[src/rtl/splitter_pkg.sv]
package splitter_pkg;
    typedef enum logic [1:0] {
        SZ_BYTE = 2'd0,
        SZ_HALF = 2'd1,
        SZ_WORD = 2'd2
    } xfer_size_e;

    typedef enum logic [1:0] {
        PH_IDLE = 2'd0,
        PH_HEAD = 2'd1,
        PH_TAIL = 2'd2
    } phase_e;
endpackage

[src/rtl/beat_decode.sv]
module beat_decode #(
    parameter int LEN_CODE_W = 3,
    parameter int BEAT_W     = 9,
    parameter int BYTE_W     = 11
) (
    input  logic [LEN_CODE_W-1:0] len_code,
    input  logic [1:0]            size,
    output logic [BEAT_W-1:0]     beats,
    output logic [BYTE_W-1:0]     bytes
);
    logic [LEN_CODE_W:0] shift_amt;

    always_comb begin
        shift_amt = {1'b0, len_code} + 1'b1;
        if (len_code == '0) begin
            beats = BEAT_W'(1);
        end else begin
            beats = BEAT_W'(1) << shift_amt;
        end
        bytes = BYTE_W'(beats) << size;
    end
endmodule

[src/rtl/boundary_calc.sv]
module boundary_calc #(
    parameter int ADDR_W = 32,
    parameter int BEAT_W = 9,
    parameter int BYTE_W = 11
) (
    input  logic [ADDR_W-1:0] addr,
    input  logic [1:0]        size,
    input  logic [BEAT_W-1:0] beats,
    input  logic [BYTE_W-1:0] bytes,
    input  logic              incr,
    output logic              split,
    output logic [BEAT_W-1:0] head_beats,
    output logic [BEAT_W-1:0] tail_beats,
    output logic [ADDR_W-1:0] tail_addr
);
    logic [BYTE_W-1:0] offset;
    logic [BYTE_W-1:0] head_bytes;
    logic [BYTE_W-1:0] head_count;

    always_comb begin
        offset     = addr[BYTE_W-1:0] & (bytes - 1'b1);
        split      = incr && (offset != '0);
        head_bytes = bytes - offset;
        head_count = head_bytes >> size;
        head_beats = split ? head_count[BEAT_W-1:0] : beats;
        tail_beats = beats - head_beats;
        tail_addr  = addr + ADDR_W'(head_bytes);
    end
endmodule

[src/rtl/dma_burst_splitter.sv]
module dma_burst_splitter
    import splitter_pkg::*;
#(
    parameter int ADDR_W     = 32,
    parameter int LEN_CODE_W = 3
) (
    input  logic                    clk,
    input  logic                    rst_n,
    input  logic                    cmd_valid,
    output logic                    cmd_ready,
    input  logic [ADDR_W-1:0]       cmd_addr,
    input  logic [1:0]              cmd_size,
    input  logic [LEN_CODE_W-1:0]   cmd_len,
    input  logic                    cmd_incr,
    output logic                    txn_valid,
    input  logic                    txn_ready,
    output logic [ADDR_W-1:0]       txn_addr,
    output logic [LEN_CODE_W+5:0]   txn_beats,
    output logic                    txn_last,
    output logic                    done_valid,
    output logic [ADDR_W-1:0]       next_addr
);
    localparam int BEAT_W = (1 << LEN_CODE_W) + 1;
    localparam int BYTE_W = BEAT_W + 2;

    typedef struct packed {
        phase_e              phase;
        logic [ADDR_W-1:0]   cur_addr;
        logic [BEAT_W-1:0]   cur_beats;
        logic [ADDR_W-1:0]   tail_addr;
        logic [BEAT_W-1:0]   tail_beats;
        logic                split;
        logic                incr;
        logic [ADDR_W-1:0]   after_addr;
        logic                done;
    } split_state_t;

    split_state_t st_d, st_q;

    logic [BEAT_W-1:0] dec_beats;
    logic [BYTE_W-1:0] dec_bytes;
    logic              calc_split;
    logic [BEAT_W-1:0] calc_head_beats;
    logic [BEAT_W-1:0] calc_tail_beats;
    logic [ADDR_W-1:0] calc_tail_addr;

    beat_decode #(
        .LEN_CODE_W (LEN_CODE_W),
        .BEAT_W     (BEAT_W),
        .BYTE_W     (BYTE_W)
    ) u_decode (
        .len_code (cmd_len),
        .size     (cmd_size),
        .beats    (dec_beats),
        .bytes    (dec_bytes)
    );

    boundary_calc #(
        .ADDR_W (ADDR_W),
        .BEAT_W (BEAT_W),
        .BYTE_W (BYTE_W)
    ) u_calc (
        .addr       (cmd_addr),
        .size       (cmd_size),
        .beats      (dec_beats),
        .bytes      (dec_bytes),
        .incr       (cmd_incr),
        .split      (calc_split),
        .head_beats (calc_head_beats),
        .tail_beats (calc_tail_beats),
        .tail_addr  (calc_tail_addr)
    );

    always_comb begin
        st_d      = st_q;
        st_d.done = 1'b0;
        unique case (st_q.phase)
            PH_IDLE: begin
                if (cmd_valid) begin
                    st_d.phase      = PH_HEAD;
                    st_d.cur_addr   = cmd_addr;
                    st_d.cur_beats  = calc_head_beats;
                    st_d.tail_addr  = calc_tail_addr;
                    st_d.tail_beats = calc_tail_beats;
                    st_d.split      = calc_split;
                    st_d.incr       = cmd_incr;
                    st_d.after_addr = cmd_incr ? cmd_addr + ADDR_W'(dec_bytes) : cmd_addr;
                end
            end
            PH_HEAD: begin
                if (txn_ready) begin
                    if (st_q.split) begin
                        st_d.phase     = PH_TAIL;
                        st_d.cur_addr  = st_q.tail_addr;
                        st_d.cur_beats = st_q.tail_beats;
                    end else begin
                        st_d.phase = PH_IDLE;
                        st_d.done  = 1'b1;
                    end
                end
            end
            PH_TAIL: begin
                if (txn_ready) begin
                    st_d.phase = PH_IDLE;
                    st_d.done  = 1'b1;
                end
            end
            default: st_d.phase = PH_IDLE;
        endcase
    end

    always_ff @(posedge clk) begin
        if (!rst_n) begin
            st_q <= '0;
        end else begin
            st_q <= st_d;
        end
    end

    assign cmd_ready  = (st_q.phase == PH_IDLE);
    assign txn_valid  = (st_q.phase != PH_IDLE);
    assign txn_addr   = st_q.cur_addr;
    assign txn_beats  = st_q.cur_beats;
    assign txn_last   = (st_q.phase == PH_TAIL) || !st_q.split;
    assign done_valid = st_q.done;
    assign next_addr  = st_q.after_addr;

    assert_hold_R7: assert property (@(posedge clk) disable iff (!rst_n)
        txn_valid && !txn_ready |=> txn_valid && $stable(txn_addr) && $stable(txn_beats));

    assert_accept_R9: assert property (@(posedge clk) disable iff (!rst_n)
        cmd_valid && cmd_ready |=> txn_valid && !cmd_ready);

    assert_pulse_R8: assert property (@(posedge clk) disable iff (!rst_n)
        done_valid |=> !done_valid);

    assert_done_after_last_R8: assert property (@(posedge clk) disable iff (!rst_n)
        txn_valid && txn_ready && txn_last |=> done_valid);

    assert_fixed_whole_R6: assert property (@(posedge clk) disable iff (!rst_n)
        txn_valid && !st_q.incr |-> txn_last);

    assert_tail_follows_R5: assert property (@(posedge clk) disable iff (!rst_n)
        txn_valid && txn_ready && !txn_last |=> txn_valid && txn_last);

    assert_nonzero_R5: assert property (@(posedge clk) disable iff (!rst_n)
        txn_valid |-> txn_beats != '0);
endmodule

[config.mk]
export PLATFORM = sky130hd
export DESIGN_NAME = dma_burst_splitter
export DESIGN_NICKNAME = d
export VERILOG_FILES = /design/src/rtl/splitter_pkg.sv /design/src/rtl/beat_decode.sv /design/src/rtl/boundary_calc.sv /design/src/rtl/dma_burst_splitter.sv
export SDC_FILE = /design/constraint.sdc
export NUM_CORES = 1
export LEC_CHECK = 0
export BUFFER_PORTS_ARGS = -buffer_cell sky130_fd_sc_hd__buf_2
export CAP_MARGIN = 30
export CELL_PAD_IN_SITES_DETAIL_PLACEMENT = 0
export CELL_PAD_IN_SITES_GLOBAL_PLACEMENT = 1
export CORE_MARGIN = 3
export CORE_UTILIZATION = 44
export CTS_BUF_LIST = sky130_fd_sc_hd__clkbuf_4 sky130_fd_sc_hd__clkbuf_8 sky130_fd_sc_hd__clkbuf_16
export CTS_CLUSTER_SIZE = 8
export DETAILED_ROUTE_END_ITERATION = 8
export PLACE_DENSITY = 0.82
export SYNTH_ARGS = -nofsm -noshare
export SYNTH_HDL_FRONTEND = slang
export SYNTH_HIERARCHICAL = 1
export SYNTH_SLANG_ARGS = --single-unit
[constraint.sdc]
create_clock -name clk -period 6.1 [get_ports clk]
set_clock_uncertainty 0.1 [all_clocks]
set_input_delay 0.915 -clock clk [delete_from_list [all_inputs] [get_ports clk]]
set_output_delay 0.915 -clock clk [all_outputs]
set_load 0.03 [all_outputs]
==> impl_metrics.json, run 1 <==
{
  "synth-compound-area-share": 0.262,
  "diodes": 0,
  "antenna_found_initial": 0,
  "finalHoldViolCount": 0,
  "grt_pass1_wl_mm": 41.1,
  "clock_sinks": 118,
  "yosys.area_share.adder": 0.0511,
  "cap_violations": 0,
  "timing.fmax_mhz": 180,
  "layout-drive-gt1-share": 0.190,
  "synth_cells": 1162,
  "crit_type": "in2reg",
  "cts_buffer_depth": 2,
  "yosys_warnings": 6,
  "final_nets": 1263,
  "synthSimpleGateAreaFrac": 0.217,
  "fp.dieArea_um2": 22800,
  "cts_max_level": 4,
  "cts_made_buffers": 17,
  "die_h_um": 151,
  "crit_slowest_cell": "or4_4",
  "cts_hold_buf": 0,
  "core_region_area_um2": 20400,
  "root_buffer": "clkbuf_16",
  "routabilityCongestion": 0.922,
  "num_io_pins": 119,
  "fin_setup_tns_ns": 0,
  "synth-xor-area-share": 0.0718,
  "detail_route.wl_per_cell_um": 17.7,
  "ys_seq_elements": 118,
  "ys_types": 90,
  "numPortBuffers": 118,
  "synthFlopType": "dfxtp_1",
  "power_density_nw_per_um2": 285,
  "ctsResizeCount": 0,
  "cp.arrival_ns": 5.80,
  "tightestPinTransition_ns": 0.742,
  "p_leak_nw": 4.69,
  "cts_setup_buffers": 0,
  "power_mw": 2.90,
  "ant_nets": 0,
  "hold_class": "reg2reg",
  "clkTransAtPathRegs_ns": 0.06,
  "finalMaxSlewViolations": 0,
  "ys_seq_area_frac": 0.255,
  "grt.overflow.total": 0,
  "cp-start-kind": "input port",
  "firstDrtPassIters": 5,
  "setup_viol": 0,
  "cpPeakStageDelay_ns": 0.60,
  "route.detailed.drc": 0,
  "grt_setup_unrepaired": "false",
  "cp.required_ns": 6.35,
  "rows": 52,
  "grt_max_degree": 73,
  "post-route-min-period_ns": 5.56,
  "synth-edff-count": 0,
  "status": "finished clean",
  "syn2layout_area_growth_pct": 9.83,
  "vias_per_cell": 5.66,
  "crit_fanout": 19,
  "grt.total_usage": 0.227,
  "clk-insertion-delay-late_ns": 0.42,
  "synthMuxAreaShare": 0.0304,
  "start_util": 0.453,
  "synthesis.nets": 1240,
  "timing.final.crit_share": 0.911,
  "endpoint_kind": "register",
  "vias": 8300,
  "synth_top_family_by_area": "compound AO/OA/AOI/OAI gates",
  "crit_path_frequent_cell": "o21ai_0",
  "dp_hpwl_mm": 18.5,
  "async_flop_share": 0,
  "grt_pass1_vias": 7652,
  "die_x_um": 151,
  "finalWirelength_mm": 26.0,
  "synth_area_um2": 9250,
  "cts_tree": "built",
  "max_slew_margin": 0.505,
  "peakVddDrop_mv": 0.202,
  "avgSynthCellArea_um2": 7.96,
  "drtIter0Drc": 512
}
-- placed cells by master (no fill, tap or decap), drive strengths merged, types with 16 or more instances in the layout --
| cell type | synthesis | layout |
|---|---|---|
| mux2i | 18 | 18 |
| inv | 43 | 46 |
| xor2 | 27 | 27 |
| o21ai | 56 | 56 |
| xnor2 | 48 | 48 |
| nor3 | 22 | 22 |
| a21boi | 48 | 48 |
| clkbuf | 53 | 17 |
| a21oi | 47 | 47 |
| nor2 | 56 | 56 |
| ha | 33 | 33 |
| a211oi | 18 | 18 |
| buf | 94 | 151 |
| dfxtp | 118 | 118 |
| a22oi | 43 | 43 |
| nand3 | 21 | 21 |
| nand2 | 179 | 179 |
| o211a | 45 | 45 |
| and3 | 16 | 16 |
-- through the flow --
stage          setup WS (ns)  hold WS (ns)   util  area [um2]  cells
2_1_floorplan          0.532         0.326      -        9250   1162
3_3_place_gp           0.321         0.336  0.469        9580   1436
3_5_place_dp           0.165         0.340  0.469        9580   1436
4_1_cts                0.586         0.347  0.497       10200   1467
5_1_grt                0.157         0.366  0.497       10200   1467
6_report               0.542         0.342  0.497       10200   1467
-- cells in the mapped netlist, drive strengths merged (3+ instances only) --
| library cell | count | area share |
|---|---|---|
| a32oi | 3 | 0.0037 |
| a22oi | 43 | 0.035 |
| and4b | 4 | 0.0043 |
| mux2 | 9 | 0.011 |
| o21bai | 5 | 0.0041 |
| a211oi | 18 | 0.016 |
| a21o | 10 | 0.0081 |
| a21boi | 48 | 0.039 |
| o211a | 45 | 0.049 |
| nor2b | 14 | 0.0095 |
| mux2i | 18 | 0.019 |
| xor2 | 27 | 0.026 |
| o21ai | 56 | 0.030 |
| nor3 | 22 | 0.013 |
| and4 | 4 | 0.0038 |
| o211ai | 9 | 0.0073 |
| or2 | 4 | 0.0027 |
| nand3b | 5 | 0.0054 |
| nor4 | 12 | 0.014 |
| and3 | 16 | 0.011 |
| fa | 3 | 0.0065 |
| nand4 | 13 | 0.011 |
| nor3b | 6 | 0.0054 |
| and2 | 5 | 0.0034 |
| dfxtp | 118 | 0.26 |
| nor2 | 56 | 0.024 |
| inv | 43 | 0.017 |
| o21a | 7 | 0.0057 |
| a31oi | 10 | 0.0068 |
| nand2b | 12 | 0.0081 |
| ha | 33 | 0.045 |
| nand3 | 21 | 0.013 |
| nand2 | 179 | 0.073 |
| xnor2 | 48 | 0.045 |
| and3b | 4 | 0.0038 |
| buf | 94 | 0.072 |
| a21oi | 47 | 0.027 |
| clkbuf | 53 | 0.022 |
| or3 | 4 | 0.0027 |
-- cell families after synthesis --
group	after synthesis
mux	27
simple gates	388
flops	118
other cells	1
buf+inv	190
compound gates	327
xor+xnor	75
fa+ha+maj	36
-- worst paths after layout --
check,cells after the start,startpoint,endpoint,slack (ns)
hold / removal,2,next_addr[18],next_addr[18],0.34
setup / recovery,25,cmd_len[0],st_q[43],0.54
hold reg to reg,2,next_addr[18],next_addr[18],0.34
setup reg to reg,8,st_q[117],txn_addr[14],3.45
-- registers in the layout, summed over array words and instances (netlist names) --
name        count
done_valid      1
next_addr      32
st_q           44
txn_addr       32
txn_beats       9
-- layout make-up --
class	count	area, um2
clock buffer	17	425
clock inverter	14	153
fill	2100	10300
inverter	43	161
multi-input combinational	854	5880
sequential	118	2360
tap	270	338
timing repair buffer	151	841
-- where the power goes --
part	switching (mW)	internal, mW	total, mW	leakage, nW
registers	0.0464	0.864	0.910	0.973
clock network	0.391	0.603	0.993	0.284
logic	0.622	0.370	0.992	3.43
-- per-layer routing --
metal | routed length, um | global-route usage | up-vias
li1 | - | - | 4114
met1 | 12000 | 0.303 | 3923
met2 | 12300 | 0.377 | 235
met3 | 1210 | 0.0380 | 28
met4 | 512 | 0.0662 | 0
met5 | 0 | 0 | -
-- critical path: cells and delay by family --
family,cells,cell delay (ns)
AO/OA/AOI/OAI,9,1.59
AND/OR/NAND/NOR,10,1.93
adder cells (fa/ha/maj),2,0.62
buffers and inverters,2,0.51
XOR/XNOR,2,0.26
Power figures use the tool's default switching activity.
==> run 2, diff against run 1 <==
MAX_ROUTING_LAYER = met4   (was default)
==> run 2 against run 1 <==
Compared with the run above:
- combinational power hardly changed
- core utilization about the same
- first-iteration DRC count shrank 4.3%
- sequential power is essentially flat
- via count down 0.84%
- sequential cell count unchanged
- maximum frequency down 0.63%
- sequential share of layout area is essentially flat
- clock power down 2.3%
- cell area is essentially flat
- register-to-register slack got worse by 0.09 ns
- largest cell class unchanged
==> impl_metrics.json, run 2 (synthesis results as in run 1) <==
{
  "max_slew_margin": 0.473,
  "fp.dieArea_um2": 22800,
  "drtIter0Drc": 490,
  "cts_max_level": 4,
  "timing.fmax_mhz": 179,
  "ctsResizeCount": 0,
  "p_switching_mw": 1.07,
  "numPortBuffers": 118,
  "vias_per_cell": 5.61,
  "swShare": 0.371,
  "rows": 52,
  "core_region_area_um2": 20400,
  "post-route-min-period_ns": 5.59,
  "finalHoldViolCount": 0,
  "pwr-share-seq": 0.316,
  "grt_setup_unrepaired": "false",
  "grt_max_degree": 67,
  "clk-insertion-delay-late_ns": 0.41,
  "vias": 8230,
  "largest_register": "st_q",
  "dp_cells": 1436,
  "grt_pass1_wl_mm": 41.5,
  "p_leak_nw": 4.68,
  "cp-start-kind": "input port",
  "rr_worst_depth": 8,
  "antenna_found_initial": 1,
  "tightestPinTransition_ns": 0.789,
  "peakVddDrop_mv": 0.184,
  "detail_route.wl_per_cell_um": 17.8,
  "finalMaxSlewViolations": 0,
  "routabilityCongestion": 0.923,
  "final_nets": 1263,
  "layout-drive-gt1-share": 0.191,
  "cts_setup_buffers": 0,
  "clock_sinks": 118,
  "cts_made_buffers": 17,
  "firstDrtPassIters": 7,
  "hold-path-cell-count": 2,
  "grt.total_usage": 0.236,
  "die_h_um": 151,
  "cts_buffer_depth": 2,
  "status": "finished clean",
  "p_comb_frac": 0.346,
  "internal_power_mw": 1.81,
  "setup_viol": 0,
  "dp_hpwl_mm": 18.7,
  "ant_nets": 0,
  "cp.required_ns": 6.35,
  "hold_class": "reg2reg",
  "final_common_cell": "nand2_1",
  "endpoint_kind": "register",
  "power_mw": 2.87,
  "layout_common_cells": "178 x nand2_1, 118 x dfxtp_1, 117 x buf_2",
  "root_buffer": "clkbuf_16",
  "finalWirelength_mm": 26.2,
  "clkTransAtPathRegs_ns": 0.06,
  "final_cell_count_no_fill": 1468,
  "crit_type": "in2reg",
  "syn2layout_area_growth_pct": 9.90,
  "grt_pass1_vias": 7736,
  "timing.final.crit_share": 0.917,
  "start_util": 0.453,
  "clockPowerShare": 0.338,
  "cp.arrival_ns": 5.84,
  "die_x_um": 151,
  "num_io_pins": 119,
  "cts_tree": "built",
  "grt.overflow.total": 0,
  "fin_setup_tns_ns": 0,
  "largest_register_ffs": 44,
  "cts_hold_buf": 0,
  "route.detailed.drc": 0,
  "crit_fanout": 19,
  "power_density_nw_per_um2": 283,
  "cap_violations": 0
}
[run 2: critical path, cell delays in order]
cell,delay (ns)
buf_2,0.31
nor4bb_1,0.31
a31oi_1,0.07
nor2_1,0.47
inv_1,0.20
xnor2_1,0.18
a221oi_1,0.42
o2111ai_1,0.20
o21ai_0,0.29
buf_4,0.23
a21oi_1,0.10
ha_1,0.22
fa_1,0.40
nor2b_1,0.12
o21ai_0,0.09
nand2b_1,0.16
nand2_1,0.10
o21ai_0,0.30
nor2_4,0.07
a211oi_2,0.22
nor4_2,0.08
xor2_1,0.16
nand2_1,0.06
a21boi_0,0.15
[run 2: layout make-up]
cell class	count	area, um2
inverters	43	161
fillers	2104	10300
diodes	1	2.50
repair buffers	151	853
multi-input cells	854	5880
clock buffers	18	439
well taps	270	338
clock inverters	13	125
flip-flops and latches	118	2360
[run 2: worst paths after layout]
kind | slack [ns] | from | endpoint
max | 0.51 | cmd_len[0] | st_q[43]
min | 0.34 | next_addr[23] | next_addr[23]
max reg2reg | 3.36 | st_q[117] | txn_addr[14]
min reg2reg | 0.34 | next_addr[23] | next_addr[23]
[run 2: per-stage QoR]
| stage | hold slack (ns) | util | worst slack (ns) | cell area (um2) |
|---|---|---|---|---|
| CTS | 0.344 | 0.497 | 0.539 | 10200 |
| global placement | 0.335 | 0.470 | 0.270 | 9590 |
| global route | 0.351 | 0.498 | 0.0786 | 10200 |
| finish | 0.340 | 0.498 | 0.507 | 10200 |
| detailed placement | 0.337 | 0.470 | 0.105 | 9590 |
| floorplan | 0.326 | - | 0.532 | 9250 |
[run 2: power by group through the flow]
| stage | Clock [mW] | Combinational (mW) | Sequential, mW |
|---|---|---|---|
| 4_1_cts | 0.984 | 0.995 | 0.909 |
| 3_5_place_dp | 0 | 0.991 | 0.926 |
| 3_3_place_gp | 0 | 0.988 | 0.924 |
| 5_1_grt | 1.02 | 1.10 | 0.919 |
| 2_1_floorplan | 0 | 0.804 | 0.914 |
| 6_report | 0.970 | 0.994 | 0.909 |
[run 2: metal layers]
layer	global-route usage	up-vias	part of all wire
li1	-	4109	-
met1	0.307	3880	0.46
met2	0.376	206	0.47
met3	0.0371	35	0.042
met4	0.0798	0	0.027
met5	-	-	0
